<file path="config.mk">
export PLATFORM = sky130hd
export DESIGN_NAME = irq_combiner
export DESIGN_NICKNAME = d
export VERILOG_FILES = /design/src/rtl/irq_combiner.sv
export SDC_FILE = /design/constraint.sdc
export NUM_CORES = 1
export LEC_CHECK = 0
export CAP_MARGIN = 0
export CORE_MARGIN = 10
export CORE_UTILIZATION = 43
export DETAILED_ROUTE_END_ITERATION = 8
export HOLD_SLACK_MARGIN = 0.1
export PLACE_DENSITY = 0.87
export SETUP_SLACK_MARGIN = 0.02
export SYNTH_ARGS = -nofsm -noshare
export SYNTH_HDL_FRONTEND = slang
export SYNTH_SLANG_ARGS = --single-unit
</file>
<file path="constraint.sdc">
create_clock -name clk -period 2.2 [get_ports clk]
set_input_delay 0.44 -clock clk [delete_from_list [all_inputs] [get_ports clk]]
set_output_delay 0.44 -clock clk [all_outputs]
set_load 0.02 [all_outputs]
</file>
<file path="src/rtl/irq_combiner.sv">
module irq_combiner #(
  parameter int NGRP = 4,
  parameter int AW   = 8,
  localparam int NSRC = NGRP * 8
) (
  input  logic            clk,
  input  logic            rst_n,
  input  logic [NSRC-1:0] src_i,
  input  logic            wr_en,
  input  logic            rd_en,
  input  logic [AW-1:0]   addr,
  input  logic [NSRC-1:0] wdata,
  output logic [NSRC-1:0] rdata,
  output logic [NGRP-1:0] grp_irq
);
  localparam logic [AW-1:0] OFS_SET = AW'(8'h00);
  localparam logic [AW-1:0] OFS_CLR = AW'(8'h04);
  localparam logic [AW-1:0] OFS_STS = AW'(8'h0C);

  logic [NSRC-1:0] en_q;
  logic [NSRC-1:0] masked;
  logic [NGRP-1:0] grp_d;

  assign masked = src_i & en_q;

  always_ff @(posedge clk or negedge rst_n) begin
    if (!rst_n)
      en_q <= '0;
    else if (wr_en && addr == OFS_SET)
      en_q <= en_q | wdata;
    else if (wr_en && addr == OFS_CLR)
      en_q <= en_q & ~wdata;
  end

  for (genvar g = 0; g < NGRP; g++) begin : g_grp
    assign grp_d[g] = |masked[8*g +: 8];
  end

  always_ff @(posedge clk or negedge rst_n) begin
    if (!rst_n) grp_irq <= '0;
    else        grp_irq <= grp_d;
  end

  always_comb begin
    rdata = '0;
    if (rd_en) begin
      if (addr == OFS_SET)      rdata = en_q;
      else if (addr == OFS_STS) rdata = masked;
    end
  end
endmodule

</file>
==> flow_results.xml <==
<?xml version="1.0" encoding="UTF-8"?>
<metrics>
  <group name="placed_design">
    <metric name="place.port_buffers" unit="">111</metric>
    <metric name="total_placed_instance_area" unit="um^2">3555</metric>
    <metric name="gpl.final_weighted_congestion" unit="">0.7250</metric>
    <metric name="place_ws" unit="ns">-0.7079</metric>
    <metric name="detailedPlacementHpwl" unit="um">5853</metric>
  </group>
  <group name="power">
    <metric name="power_frac_clock" unit="%">31.0</metric>
    <metric name="internal-power" unit="mW">1.138</metric>
    <metric name="ir_worst_vdd" unit="mV">0.2713</metric>
    <metric name="power.density_cell_area" unit="nW/um^2">402.4</metric>
    <metric name="seq_power_share" unit="%">45.3</metric>
    <metric name="static-leakage-power" unit="nW">1.847</metric>
    <metric name="netSwitchingFraction" unit="%">26.81</metric>
    <metric name="pwr-share-comb" unit="%">23.6</metric>
    <metric name="power_switching" unit="uW">416.8</metric>
  </group>
  <group name="critical_path">
    <metric name="critPathBufInv" unit="">3</metric>
    <metric name="cp_top_family" unit="">simple AND/OR/NAND/NOR gates</metric>
    <metric name="timing.critical_path.arrival" unit="ns">1.69</metric>
    <metric name="timing.critical_path.to_type" unit="">primary output</metric>
    <metric name="worst_setup_path_start_kind" unit="">input port</metric>
    <metric name="path_cells" unit="">buf_6 -&gt; nor4_4 -&gt; nand3_4 -&gt; buf_12 -&gt; nor3_4 -&gt; buf_6</metric>
    <metric name="critical_path_maximum_fanout" unit="">8</metric>
    <metric name="ff2ff_setup_slack" unit="ns">1.36</metric>
    <metric name="timing.critical_path.mode_cell" unit="">sky130_fd_sc_hd__buf_6</metric>
    <metric name="crit_path_top_delay_cell" unit="">sky130_fd_sc_hd__nor4_4</metric>
    <metric name="critPathRequiredTime" unit="ns">1.76</metric>
    <metric name="slowest_delay" unit="ns">0.36</metric>
    <metric name="timing.setup.critical_path_class" unit="">input port to primary output</metric>
    <metric name="ff2ff_path_depth" unit="">2</metric>
    <metric name="timing.rr.end" unit="">grp_irq[3]</metric>
  </group>
  <group name="timing">
    <metric name="period_share" unit="%">96.63</metric>
    <metric name="hold_viol" unit="">0</metric>
    <metric name="final-setup-viol-count" unit="">0</metric>
    <metric name="grt_setup_unrepaired" unit="">no</metric>
    <metric name="timing.max_slew.rel_slack" unit="%">46.24</metric>
    <metric name="timing.final.max_slew_violations" unit="">0</metric>
    <metric name="final.setup_skew" unit="ns">0.001391</metric>
    <metric name="layout_min_cycle_time" unit="ns">2.126</metric>
    <metric name="max_freq" unit="GHz">0.4704</metric>
    <metric name="final.setup.tns" unit="ns">0</metric>
    <metric name="finalWorstSetupSlack" unit="ns">0.07409</metric>
    <metric name="worst_slew_pin_slew" unit="ns">0.8064</metric>
  </group>
  <group name="floorplanning">
    <metric name="floorplan.die_area" unit="um^2">8828</metric>
    <metric name="row_count" unit="">26</metric>
    <metric name="starting_density_of_the_core" unit="%">45.19</metric>
    <metric name="dieHeight" unit="um">93.96</metric>
    <metric name="design.portCount" unit="">112</metric>
    <metric name="chipWidth" unit="um">93.96</metric>
    <metric name="coreArea" unit="um^2">5205</metric>
  </group>
  <group name="drt">
    <metric name="drt_pass1_iterations" unit="">4</metric>
    <metric name="drtIter0Drc" unit="">104</metric>
    <metric name="remaining_drc_errors" unit="">0</metric>
    <metric name="total_routed_wirelength" unit="um">8570</metric>
    <metric name="drt.antenna.violating_nets" unit="">0</metric>
    <metric name="viasPerCell" unit="">5.365</metric>
    <metric name="vias" unit="">2339</metric>
    <metric name="routed_wire_length_per_instance" unit="um">19.66</metric>
  </group>
  <group name="synth">
    <metric name="synth_edf_count" unit="">0</metric>
    <metric name="synth.top_cells.by_count" unit="">sky130_fd_sc_hd__dfrtp_1, sky130_fd_sc_hd__a21oi_1, sky130_fd_sc_hd__inv_1, sky130_fd_sc_hd__mux2i_1, sky130_fd_sc_hd__nor3_2</metric>
    <metric name="synth_async_sr_flop_share" unit="%">100.0</metric>
    <metric name="synth_area_per_cell" unit="um^2">9.720</metric>
    <metric name="yosys-top-cells-area" unit="">sky130_fd_sc_hd__dfrtp_1, sky130_fd_sc_hd__mux2i_1, sky130_fd_sc_hd__nor3_2, sky130_fd_sc_hd__a21oi_1, sky130_fd_sc_hd__nand3_1</metric>
    <metric name="synthesis.area" unit="um^2">2352</metric>
    <metric name="postSynthNetCount" unit="">318</metric>
    <metric name="flip_flop_cell_with_the_highest_count_after_synthesis" unit="">sky130_fd_sc_hd__dfrtp_1</metric>
    <metric name="post-synth-top-count-cell" unit="">sky130_fd_sc_hd__dfrtp_1</metric>
    <metric name="synth_top_cell_by_area" unit="">sky130_fd_sc_hd__dfrtp_1</metric>
    <metric name="yosysSeqAreaShare" unit="%">38.30</metric>
    <metric name="yosysWarningCount" unit="">0</metric>
    <metric name="ys_seq_elements" unit="">36</metric>
    <metric name="synth_largest_type_area_fraction" unit="%">38.30</metric>
    <metric name="syn-instance-count" unit="">242</metric>
    <metric name="synth_cell_type_count" unit="">18</metric>
  </group>
  <group name="layout">
    <metric name="postLayoutCoreUtil" unit="%">74.23</metric>
    <metric name="area_delta_synth_final" unit="%">64.26</metric>
    <metric name="num-fill-cells" unit="">403</metric>
    <metric name="antenna-diode-count" unit="">0</metric>
    <metric name="layout-drive-gt1-share" unit="%">30.33</metric>
    <metric name="post-route-cell-area" unit="um^2">3864</metric>
    <metric name="number_of_nets_in_the_finished_design" unit="">441</metric>
  </group>
  <group name="run_status">
    <metric name="outcome" unit="">completed</metric>
  </group>
  <group name="cts">
    <metric name="cts_num_sinks" unit="">36</metric>
    <metric name="cts_tree" unit="">yes</metric>
    <metric name="clkTransAtPathRegs" unit="ns">0.07</metric>
    <metric name="clockBufferDepth" unit="">2</metric>
    <metric name="clk-insertion-delay-late" unit="ns">0.29</metric>
    <metric name="h-tree-depth" unit="">2</metric>
    <metric name="clock_tree.root_cell" unit="">sky130_fd_sc_hd__clkbuf_8</metric>
    <metric name="cts-buffers-inserted" unit="">5</metric>
  </group>
  <group name="worst_hold_path">
    <metric name="min-delay-path-class" unit="">input port to async pin</metric>
  </group>
  <group name="global_route">
    <metric name="grt.total_usage" unit="%">18.04</metric>
    <metric name="gr-total-overflow" unit="">0</metric>
    <metric name="first_global_vias" unit="">2471</metric>
    <metric name="grt_first_pass_wirelength" unit="um">12630</metric>
    <metric name="antenna_found_initial" unit="">0</metric>
    <metric name="grt_max_degree" unit="">37</metric>
  </group>
  <group name="run">
    <metric name="cap_viol_max_count" unit="">0</metric>
  </group>
</metrics>
## final cells by class
type / instances / area (um^2) / share of cell area, %
sequential: 36 / 900.9 / 23.32
tap: 70 / 87.58 / 2.267
timing repair buffer: 136 / 1358 / 35.14
multi-input combinational: 154 / 1308 / 33.84
inverter: 32 / 120.1 / 3.109
clock buffer: 8 / 90.09 / 2.332
## placed cells by master (no fill, tap or decap), types with 3 or more instances in the layout
cell / count
sky130_fd_sc_hd__a22oi_1: 16
sky130_fd_sc_hd__buf_4: 38
sky130_fd_sc_hd__nor3_2: 18
sky130_fd_sc_hd__clkbuf_8: 6
sky130_fd_sc_hd__nand3_1: 27
sky130_fd_sc_hd__nand4_1: 4
sky130_fd_sc_hd__clkdlybuf4s50_1: 69
sky130_fd_sc_hd__nor3_4: 14
sky130_fd_sc_hd__inv_1: 32
sky130_fd_sc_hd__buf_6: 13
sky130_fd_sc_hd__dlymetal6s2s_1: 3
sky130_fd_sc_hd__mux2i_1: 32
sky130_fd_sc_hd__dfrtp_1: 36
sky130_fd_sc_hd__nand3_2: 5
sky130_fd_sc_hd__a21oi_1: 32
## power groups by stage
| stage | clock network (mW) | logic [mW] | registers [mW] |
|---|---|---|---|
| 2_1_floorplan | 0 | 0.126 | 0.714 |
| 3_3_place_gp | 0 | 0.324 | 0.715 |
| 3_5_place_dp | 0 | 0.331 | 0.718 |
| 4_1_cts | 0.496 | 0.343 | 0.705 |
| 5_1_grt | 0.525 | 0.395 | 0.708 |
| 6_report | 0.483 | 0.367 | 0.705 |
## worst max path at each step
stage | start | cells after the start | endpoint | slack, ns
floorplan | addr[5] | 3 | rdata[0] | 0.17
global placement | addr[5] | 6 | rdata[29] | -0.60
finish | addr[4] | 6 | rdata[30] | 0.07
detailed placement | addr[5] | 6 | rdata[31] | -0.71
global route | addr[4] | 6 | rdata[30] | 0.02
CTS | addr[4] | 6 | rdata[28] | 0.02
## repair_timing
item,4_1_cts,5_1_grt
hold buffers,0,0
resized for setup,189,34
setup endpoints to repair,32,32
cloned,2,4
pin swaps,4,6
setup buffers,2,0
## layer usage
layer / up-vias / part of all wire [%] / GRT usage, %
li1: 1104 / - / -
met1: 1125 / 39 / 21.38
met2: 102 / 50 / 30.18
met3: 8 / 9.8 / 5.995
met4: 0 / 1.2 / 5.316
met5: - / 0 / 0
## kinds of logic after synthesis
group | share of synthesized area [%]
DFF | 38.30
buffers and inverters | 10.80
and+or+nand+nor | 25.37
muxes | 13.62
AOI/OAI and AO/OA | 11.91
## metrics by stage
step / hold slack (ns) / power [mW] / std cells
global route: 0.3080 / 1.627 / 436
finish: 0.2394 / 1.555 / 436
floorplan: 0.1444 / 0.8393 / 242
detailed placement: 0.5021 / 1.049 / 420
global placement: 0.4943 / 1.040 / 420
CTS: 0.2641 / 1.544 / 432
(Power assumes the default switching activity.)
